**src/rtl/idle_sync_pkg.sv**
```systemverilog
package idle_sync_pkg;
  localparam logic [7:0] FILL_CC    = 8'hCC;
  localparam logic [7:0] SYNC_TAIL  = 8'h33;
  localparam logic [7:0] SLAVE_MARK = 8'h07;
  localparam logic [7:0] CRC_POLY   = 8'h07;
  localparam int         ALIGN_LO   = 6;
  localparam int         ALIGN_HI   = 11;
  localparam int         MARK_POS   = 5;
  localparam int         HDR_BYTES  = 3;

  typedef struct packed {
    logic        sync;
    logic        slave;
    logic [23:0] hdr;
  } unit_cfg_t;
endpackage

```
**src/rtl/idle_byte_pattern.sv**
```systemverilog
module idle_byte_pattern
  import idle_sync_pkg::*;
#(
  parameter int BYTES  = 64,
  parameter int BIDX_W = 6
) (
  input  logic [BIDX_W-1:0] idx,
  input  unit_cfg_t         cfg,
  output logic [7:0]        byte_out
);
  localparam int LAST_B = BYTES - 1;

  int pos;
  always_comb begin
    pos = int'(idx);
    byte_out = 8'h00;
    if (cfg.sync) begin
      byte_out = (pos == LAST_B) ? SYNC_TAIL : FILL_CC;
    end else if (!cfg.slave && pos < HDR_BYTES) begin
      byte_out = cfg.hdr[23 - 8*pos -: 8];
    end else if (cfg.slave && pos == MARK_POS) begin
      byte_out = SLAVE_MARK;
    end else if (pos >= ALIGN_LO && pos <= ALIGN_HI) begin
      byte_out = FILL_CC;
    end
  end
endmodule

```
**src/rtl/crc8_byte_step.sv**
```systemverilog
module crc8_byte_step
  import idle_sync_pkg::*;
(
  input  logic [7:0] crc_in,
  input  logic [7:0] data_in,
  output logic [7:0] crc_out
);
  logic [7:0] acc;
  always_comb begin
    acc = crc_in ^ data_in;
    for (int b = 0; b < 8; b++) begin
      acc = acc[7] ? ((acc << 1) ^ CRC_POLY) : (acc << 1);
    end
    crc_out = acc;
  end
endmodule

```
**src/rtl/idle_sync_gen.sv**
```systemverilog
module idle_sync_gen
  import idle_sync_pkg::*;
#(
  parameter int LEN_WORDS = 32
) (
  input  logic        clk,
  input  logic        rst_n,
  input  logic        start,
  input  logic        sync_sel,
  input  logic        slave_sel,
  input  logic [23:0] hdr_in,
  output logic [15:0] out_word,
  output logic        out_valid,
  input  logic        out_ready,
  output logic        out_last,
  output logic        done
);
  localparam int BYTES  = 2 * LEN_WORDS;
  localparam int WIDX_W = (LEN_WORDS > 1) ? $clog2(LEN_WORDS) : 1;
  localparam int BIDX_W = WIDX_W + 1;
  localparam logic [WIDX_W-1:0] LAST_W = WIDX_W'(LEN_WORDS - 1);

  logic              busy_q, done_q;
  logic [WIDX_W-1:0] widx_q;
  logic [7:0]        crc_q;
  unit_cfg_t         cfg_q;

  logic [7:0] lane_byte [2];
  logic [7:0] crc_hi, crc_lo;
  logic       final_w, xfer;

  assign final_w = (widx_q == LAST_W);
  assign xfer    = busy_q && out_ready;

  for (genvar g = 0; g < 2; g++) begin : g_lane
    logic [BIDX_W-1:0] lane_idx;
    assign lane_idx = {widx_q, 1'(g)};
    idle_byte_pattern #(.BYTES(BYTES), .BIDX_W(BIDX_W)) u_pat (
      .idx(lane_idx), .cfg(cfg_q), .byte_out(lane_byte[g]));
  end

  crc8_byte_step u_crc_hi (.crc_in(crc_q),  .data_in(lane_byte[0]), .crc_out(crc_hi));
  crc8_byte_step u_crc_lo (.crc_in(crc_hi), .data_in(lane_byte[1]), .crc_out(crc_lo));

  always_ff @(posedge clk) begin
    if (!rst_n) begin
      busy_q <= 1'b0;
      done_q <= 1'b0;
      widx_q <= '0;
      crc_q  <= 8'h00;
      cfg_q  <= '0;
    end else begin
      done_q <= xfer && final_w;
      if (!busy_q && start) begin
        cfg_q  <= '{sync: sync_sel, slave: slave_sel, hdr: hdr_in};
        widx_q <= '0;
        crc_q  <= 8'h00;
        busy_q <= 1'b1;
      end else if (xfer) begin
        crc_q <= crc_lo;
        if (final_w) busy_q <= 1'b0;
        else         widx_q <= widx_q + 1'b1;
      end
    end
  end

  assign out_valid = busy_q;
  assign out_last  = busy_q && final_w;
  assign done      = done_q;
  assign out_word  = {lane_byte[0],
                      (final_w && !cfg_q.sync) ? crc_hi : lane_byte[1]};

  p_hold_r8: assert property (@(posedge clk) disable iff (!rst_n)
    out_valid && !out_ready |=> out_valid && $stable(out_word) && $stable(out_last));

  p_last_valid_r2: assert property (@(posedge clk) disable iff (!rst_n)
    out_last |-> out_valid);

  p_done_after_last_r10: assert property (@(posedge clk) disable iff (!rst_n)
    out_valid && out_ready && out_last |=> done && !out_valid);

  p_done_pulse_r10: assert property (@(posedge clk) disable iff (!rst_n)
    done |=> !done);

  p_no_restart_r9: assert property (@(posedge clk) disable iff (!rst_n)
    out_valid && !(out_ready && out_last) |=> out_valid && !done);

  p_sync_fill_r7: assert property (@(posedge clk) disable iff (!rst_n)
    out_valid && cfg_q.sync && !out_last |-> out_word == {FILL_CC, FILL_CC});
endmodule

```
**config.mk**
```make
export PLATFORM = sky130hd
export DESIGN_NAME = idle_sync_gen
export DESIGN_NICKNAME = d
export VERILOG_FILES = /design/src/rtl/idle_sync_pkg.sv /design/src/rtl/idle_byte_pattern.sv /design/src/rtl/crc8_byte_step.sv /design/src/rtl/idle_sync_gen.sv
export SDC_FILE = /design/constraint.sdc
export NUM_CORES = 1
export LEC_CHECK = 0
export BUFFER_PORTS_ARGS = -buffer_cell sky130_fd_sc_hd__buf_4
export CORE_ASPECT_RATIO = 1.1
export CORE_UTILIZATION = 45
export CTS_BUF_LIST = sky130_fd_sc_hd__clkbuf_16
export DETAILED_ROUTE_END_ITERATION = 10
export MAX_ROUTING_LAYER = met4
export PLACE_DENSITY = 0.66
export SLEW_MARGIN = 20
export SYNTH_ARGS = -nofsm -noshare
export SYNTH_HDL_FRONTEND = slang
export SYNTH_HIERARCHICAL = 1
export SYNTH_SLANG_ARGS = --single-unit
export TNS_END_PERCENT = 20
```
**constraint.sdc**
```tcl
create_clock -name clk -period 4.5 [get_ports clk]
set_input_delay 0.225 -clock clk [delete_from_list [all_inputs] [get_ports clk]]
set_output_delay 0.225 -clock clk [all_outputs]
set_load 0.05 [all_outputs]
```
# Word level (Yosys, flattened, before mapping)
# Cells that the tools add are included.
op_classes:
  muxes: 28
  shifts: 2
  bitwise_logic: 20
  addsub: 3
  magnitude_cmp: 6
  reduce_logical: 18
  n_eq_ne: 3
ops:
  columns: ["op", "count"]
  rows:
  - ["two-way mux 8 bit", 9]
  - ["variable part select 31 x 32 -> 8 bit", 2]
  - ["two-way mux 3 bit", 16]
  - ["inverter 3 bit", 16]
  - ["subtractor 5 x 9 -> 10 bit (first input constant)", 2]
  - ["XOR 8 bit", 2]
  - ["greater-or-equal comparator 6 x 3 -> 1 bit (second input constant)", 2]
  - ["<= comparator 6 x 4 -> 1 bit (second input constant)", 2]
  - ["less-than comparator 6 x 2 -> 1 bit (second input constant)", 2]
  - ["logical AND 1 bit", 10]
  - ["adder 5 x 1 -> 5 bit (second input constant)", 1]
  - ["== test 5 x 1 -> 1 bit (second input constant)", 1]
  - ["== test 5 x 3 -> 1 bit (second input constant)", 1]
  - ["== test 5 bit (second input constant)", 1]
  - ["AND reduction 2 bit", 2]
  - ["nonzero test 2 bit", 2]
  - ["zero test 1 bit", 3]
  - ["two-way mux 1 bit", 3]
  - ["inverter 1 bit", 2]
  - ["OR reduction 2 bit", 1]
totals:
  elab_cells: 87
  regBits: 41
  out_inout_bits: 19
  input_bits: 30

# Longest topological paths before layout
logic_depth:
  ltp_word: 39
  ltp_mapped: 16
  ltp_nobuf: 14

# By module
# Netlist, hierarchy kept.
modules_own_cells:
  columns: ["module", "cells_per_inst", "area_per_inst_um2", "instances", "seq_area_each_um2"]
  rows:
  - ["idle_sync_gen", 192, 1679.1, 1, 820.8]
  - ["idle_byte_pattern", 61, 412.9, 2, 0.0]
  - ["crc8_byte_step", 20, 212.7, 2, 0.0]

# Worst setup path after synthesis
# No wires, ideal clock.
synth_timing:
  kind: "flip-flop to flip-flop"
  startpoint: "register widx_q[0]"
  endpoint: "register crc_q[3]"
  t_required_ps: 4383
  path_slack_ps: -614
  stages_incl_launch_ff: 15
  n_path_buf: 1
  arrival_time_ps: 4997
  path_cell_list: "dfxtp_1 -> ha_1 -> buf_2 -> mux2i_1 -> nor2_1 -> a21oi_1 -> o41ai_1 -> xnor2_1 -> xnor2_1 -> xnor2_1 -> xor2_2 -> xnor3_2 -> xor2_1 -> nand2_1 -> a21oi_1"
synth_between:
  word_cells_on_any_way: 47
  cone_classes: "2 x add/sub; 6 x order compare; 2 x eq/ne; 2 x shift; 19 x mux; 11 x bitwise; 5 x reduce/logical"
synth_lines:
  columns: ["element", "line_no", "source"]
  rows:
  - ["from (decl)", "idle_sync_gen.sv:24", "logic [WIDX_W-1:0] widx_q;"]
  - ["from (signal assigned)", "idle_sync_gen.sv:62", "else widx_q <= widx_q + 1'b1;"]
  - ["subtractor 5 x 9 -> 10 bit or less-than comparator 6 x 2 -> 1 bit (tied branches)", "idle_byte_pattern.sv:20, idle_byte_pattern.sv:19", null]
  - ["variable part select 31 x 32 -> 8 bit or logical AND 1 bit (tied branches)", "idle_byte_pattern.sv:20, idle_byte_pattern.sv:19", null]
  - ["two-way mux 8 bit (*)", "idle_byte_pattern.sv:19", "end else if (!cfg.slave && pos < HDR_BYTES) begin"]
  - ["two-way mux 8 bit (*)", "idle_byte_pattern.sv:17", "if (cfg.sync) begin"]
  - ["via out_word[13]", "idle_sync_gen.sv:12", "output logic [15:0] out_word,"]
  - ["XOR 8 bit (*)", "crc8_byte_step.sv:10", "acc = crc_in ^ data_in;"]
  - ["two-way mux 3 bit (*)", "crc8_byte_step.sv:12", "acc = acc[7] ? ((acc << 1) ^ CRC_POLY) : (acc << 1);"]
  - ["via crc_hi[7]", "idle_sync_gen.sv:29", "logic [7:0] crc_hi, crc_lo;"]
  - ["XOR 8 bit (*)", "crc8_byte_step.sv:10", null]
  - ["two-way mux 3 bit (*) (2 in a row)", "crc8_byte_step.sv:12", null]
  - ["via crc_lo[3]", "idle_sync_gen.sv:29", null]
  - ["to (signal assigned)", "idle_sync_gen.sv:60", "crc_q <= crc_lo;"]
  - ["to (decl)", "idle_sync_gen.sv:25", "logic [7:0] crc_q;"]
# Mark *: on every way through the listed nets, which the timed path passes. The rest lies on a longest branch.
# A chain may end at the register's enable or synchronous reset.

# Worst setup path after layout
layout_timing:
  startpoint: "register widx_q[2]"
  endpoint: "register crc_q[2]"
layout_between:
  word_cells_on_any_way: 49
  cone_classes: "2 x add/sub; 6 x order compare; 2 x eq/ne; 2 x shift; 20 x mux; 12 x bitwise; 5 x reduce/logical"
layout_lines:
  columns: ["element", "line_no", "source"]
  rows:
  - ["subtractor 5 x 9 -> 10 bit, or another cell as far along", "idle_byte_pattern.sv:20", "byte_out = cfg.hdr[23 - 8*pos -: 8];"]
  - ["variable part select 31 x 32 -> 8 bit, or another cell as far along", "idle_byte_pattern.sv:20", null]
  - ["two-way mux 8 bit (*)", "idle_byte_pattern.sv:19", null]
  - ["two-way mux 8 bit (*)", "idle_byte_pattern.sv:17", null]
  - ["XOR 8 bit (*)", "crc8_byte_step.sv:10", null]
  - ["inverter 3 bit (no line) or XOR 8 bit (tied branches)", null, null]
  - ["two-way mux 3 bit", "crc8_byte_step.sv:12", null]
  - ["inverter 3 bit (no line)", null, null]
  - ["two-way mux 3 bit (*) (2 in a row)", "crc8_byte_step.sv:12", null]
  - ["via crc_hi[0]", "idle_sync_gen.sv:29", null]
  - ["XOR 8 bit (*)", "crc8_byte_step.sv:10", null]
  - ["inverter 3 bit (no line)", null, null]
  - ["two-way mux 3 bit (*)", "crc8_byte_step.sv:12", null]
  - ["inverter 3 bit (no line)", null, null]
  - ["two-way mux 3 bit (*) (2 in a row)", "crc8_byte_step.sv:12", null]
  - ["via crc_lo[2]", "idle_sync_gen.sv:29", null]
# Marks and branches as above.

==> reports/metrics.cfg <==
[run_status]
status=finished clean

[placement]
dp_hpwl_mm=5.57
routabilityCongestion=0.897
place_area_mm2=0.00337
placedCellCount=480
port_buffers=48

[sta]
fin_crit_ns=3.70
fin_setup_tns_ns=0
fin_crit_sh=0.822
fmax_ghz=0.270
relSlewSlack=0.317
finalMaxSlewViolations=0
grt_setup_unrepaired=no
setup_viol=0
fin_skew_ns=0.00384
worst_pin_slew_ns=1.02
finalHoldViolCount=0

[global_route]
grt_max_degree=30
grt_pass1_vias=2523
grt_util_all_layers=0.228
antenna_found_initial=0
gr-total-overflow=0
grt_first_pass_wirelength_mm=11.9

[logic_synthesis]
synth_cells=354
synth_top_flop_cell=dfxtp_1
synth_area_mm2=0.00293
yosys-top-cells-count=nand2_1 (79), dfxtp_1 (41), nor2_1 (24), xnor2_1 (24)
ys.warnings.count=6
ys_async_sr_fraction=0
synth_top_area_frac=0.280
synth_area_leaders=dfxtp_1 (28%), nand2_1 (10%), xnor2_1 (7.2%)
synth_edf_count=0
syn_area_per_cell_um2=8.28
yosys.area.top_type=dfxtp_1
synth_seq_cells=41
yosysSeqAreaShare=0.280
synthDistinctLibCells=43
synth.most_common_cell=nand2_1

[min_path]
holdPathEnd=cfg_q[18]$_SDFFE_PN0P_
min_delay_path_depth=3
min_from=hdr_in[18]
hold_class=in2reg

[layout]
antennaDiodeCount=0
fin_area_mm2=0.00356
area_delta_synth_final_pct=21.6
final_util=0.572
final_nets=445
final_cells=488
drive_gt1_frac=0.206

[floorplanning]
io_pins=49
die_area_mm2=0.00684
core-area_mm2=0.00623
die_w_um=78.9
initial_core_util=0.470
rows=30
fp.dieH_um=86.6

[clock_network]
cts_setup_buffers=0
clk_latency_ns=0.28
cts_sinks=41
cts_resized=0
cts_htree_levels=2
clk_pin_slew_ns=0.06
cts_tree=yes
cts_made_buffers=5
clock_path_buffers=2
clock-root-buffer=clkbuf_16
hold_buffers=0

[drt]
via_count=2580
dr.pass1.iters=4
first_iter_violations=171
drcViolationCount=0
drtAntennaViolNets=0
finalWirelength_mm=7.16
viasPerCell=5.29
wire_per_inst_um=14.7

[critical_path]
cp-end-kind=flop
crit_path_start_kind=flop
timing.rr.end=crc_q[2]$_SDFFE_PP0P_
worstPathCellList=or4_4 > a2111oi_4 > o21ai_0 > a21oi_1 > xor2_1 > xnor3_2 > xnor2_1 > xnor2_1 > xnor3_2 > xnor2_1 > nand2_1 > a21oi_1
r2r-start=widx_q[2]$_SDFFE_PP0P_
rr_worst_depth=12
cp.arrival_ns=3.91
critical_path_required_ns=4.71
crit_fanout=4
cp_common_cell=xnor2_1
ff2ff_setup_slack_ns=0.80
cp_slowest_cell=or4_4
cpPeakStageDelay_ns=0.57
worstSetupPathType=reg2reg

[pwr]
totalPowerFinal_uw=2200
ir_drop_mv=0.529
p_leak_uw=0.00152
power_density_mw_per_mm2=617

[run]
cap_violations=0

==> how the worst max path moves through the flow <==
stage / start / to / slack [ns] / cells after the start
2_1_floorplan: widx_q[1]$_SDFFE_PP0P_ / crc_q[3]$_SDFFE_PP0P_ / 0.20 / 11
3_3_place_gp: widx_q[2]$_SDFFE_PP0P_ / crc_q[3]$_SDFFE_PP0P_ / 0.91 / 11
3_5_place_dp: widx_q[0]$_SDFFE_PP0P_ / crc_q[2]$_SDFFE_PP0P_ / 0.89 / 13
4_1_cts: widx_q[2]$_SDFFE_PP0P_ / crc_q[2]$_SDFFE_PP0P_ / 0.86 / 12
5_1_grt: widx_q[0]$_SDFFE_PP0P_ / crc_q[3]$_SDFFE_PP0P_ / 0.61 / 13
6_report: widx_q[2]$_SDFFE_PP0P_ / crc_q[2]$_SDFFE_PP0P_ / 0.80 / 12
==> routing by layer <==
metal	up-vias	global-route usage	routed length [um]
met5	-	-	0
met4	0	0.0744	151
met3	16	0.0347	271
met2	74	0.360	3310
met1	1189	0.299	3430
li1	1301	-	-
==> flip-flops by register name, indices dropped and copies added, names as in the netlist <==
name,cells
done,1
out_valid,1
widx_q,5
cfg_q,26
crc_q,8
==> power by group <==
group          internal, uW  switching [uW]
clock                   317             145
combinational           651             657
sequential              400            29.3
==> worst max-delay path: cells and delay by family (launching register included) <==
kind / cells / cell delay (ns)
DFF: 1 / 0.31
AOI/OAI and AO/OA: 4 / 0.91
xor gates and xnor gates: 6 / 1.76
and+or+nand+nor: 2 / 0.64
==> cell families (layout without fill, tap and decap cells) <==
logic type                 after synthesis  count (layout)  share of synthesized area
muxes                                   26              26                     0.0922
and+or+nand+nor                        133             133                      0.206
xor gates and xnor gates                42              42                      0.151
adders and majority gates                8               8                     0.0342
AOI/OAI and AO/OA                       80              80                      0.193
DFF                                     41              41                      0.280
buffers and inverters                   22              66                     0.0414
other                                    2              12                    0.00256
==> cells in the final DEF (no fill, tap or decap), types with 3 or more instances in the layout <==
| cell | count |
|---|---|
| xor2_1 | 12 |
| a21oi_1 | 23 |
| conb_1 | 12 |
| xnor3_2 | 4 |
| a21boi_1 | 3 |
| a21boi_0 | 23 |
| o21ai_0 | 13 |
| dfxtp_1 | 41 |
| mux2i_1 | 18 |
| nand2b_1 | 4 |
| xnor2_1 | 24 |
| ha_1 | 8 |
| clkbuf_16 | 5 |
| and2_1 | 7 |
| nand2_1 | 79 |
| inv_1 | 6 |
| nor2_1 | 24 |
| buf_4 | 52 |
| mux2_2 | 8 |
==> area by class of cell <==
type                            count  area, um^2
Tap cell                           80         100
Inverter                            6        22.5
Clock buffer                        5         125
Clock inverter                      3        65.1
Timing Repair Buffer               52         390
Multi-Input combinational cell    301        2040
Fill cell                         605        2670
Sequential cell                    41         821
==> per-stage QoR <==
stage	setup slack (ns)	hold WS, ns
final	0.803	0.195
after global routing	0.614	0.202
after floorplan	0.197	0.360
after global placement	0.910	0.463
after detailed placement	0.894	0.468
after CTS	0.860	0.195
No activity file was read; power rests on OpenSTA's default activity.
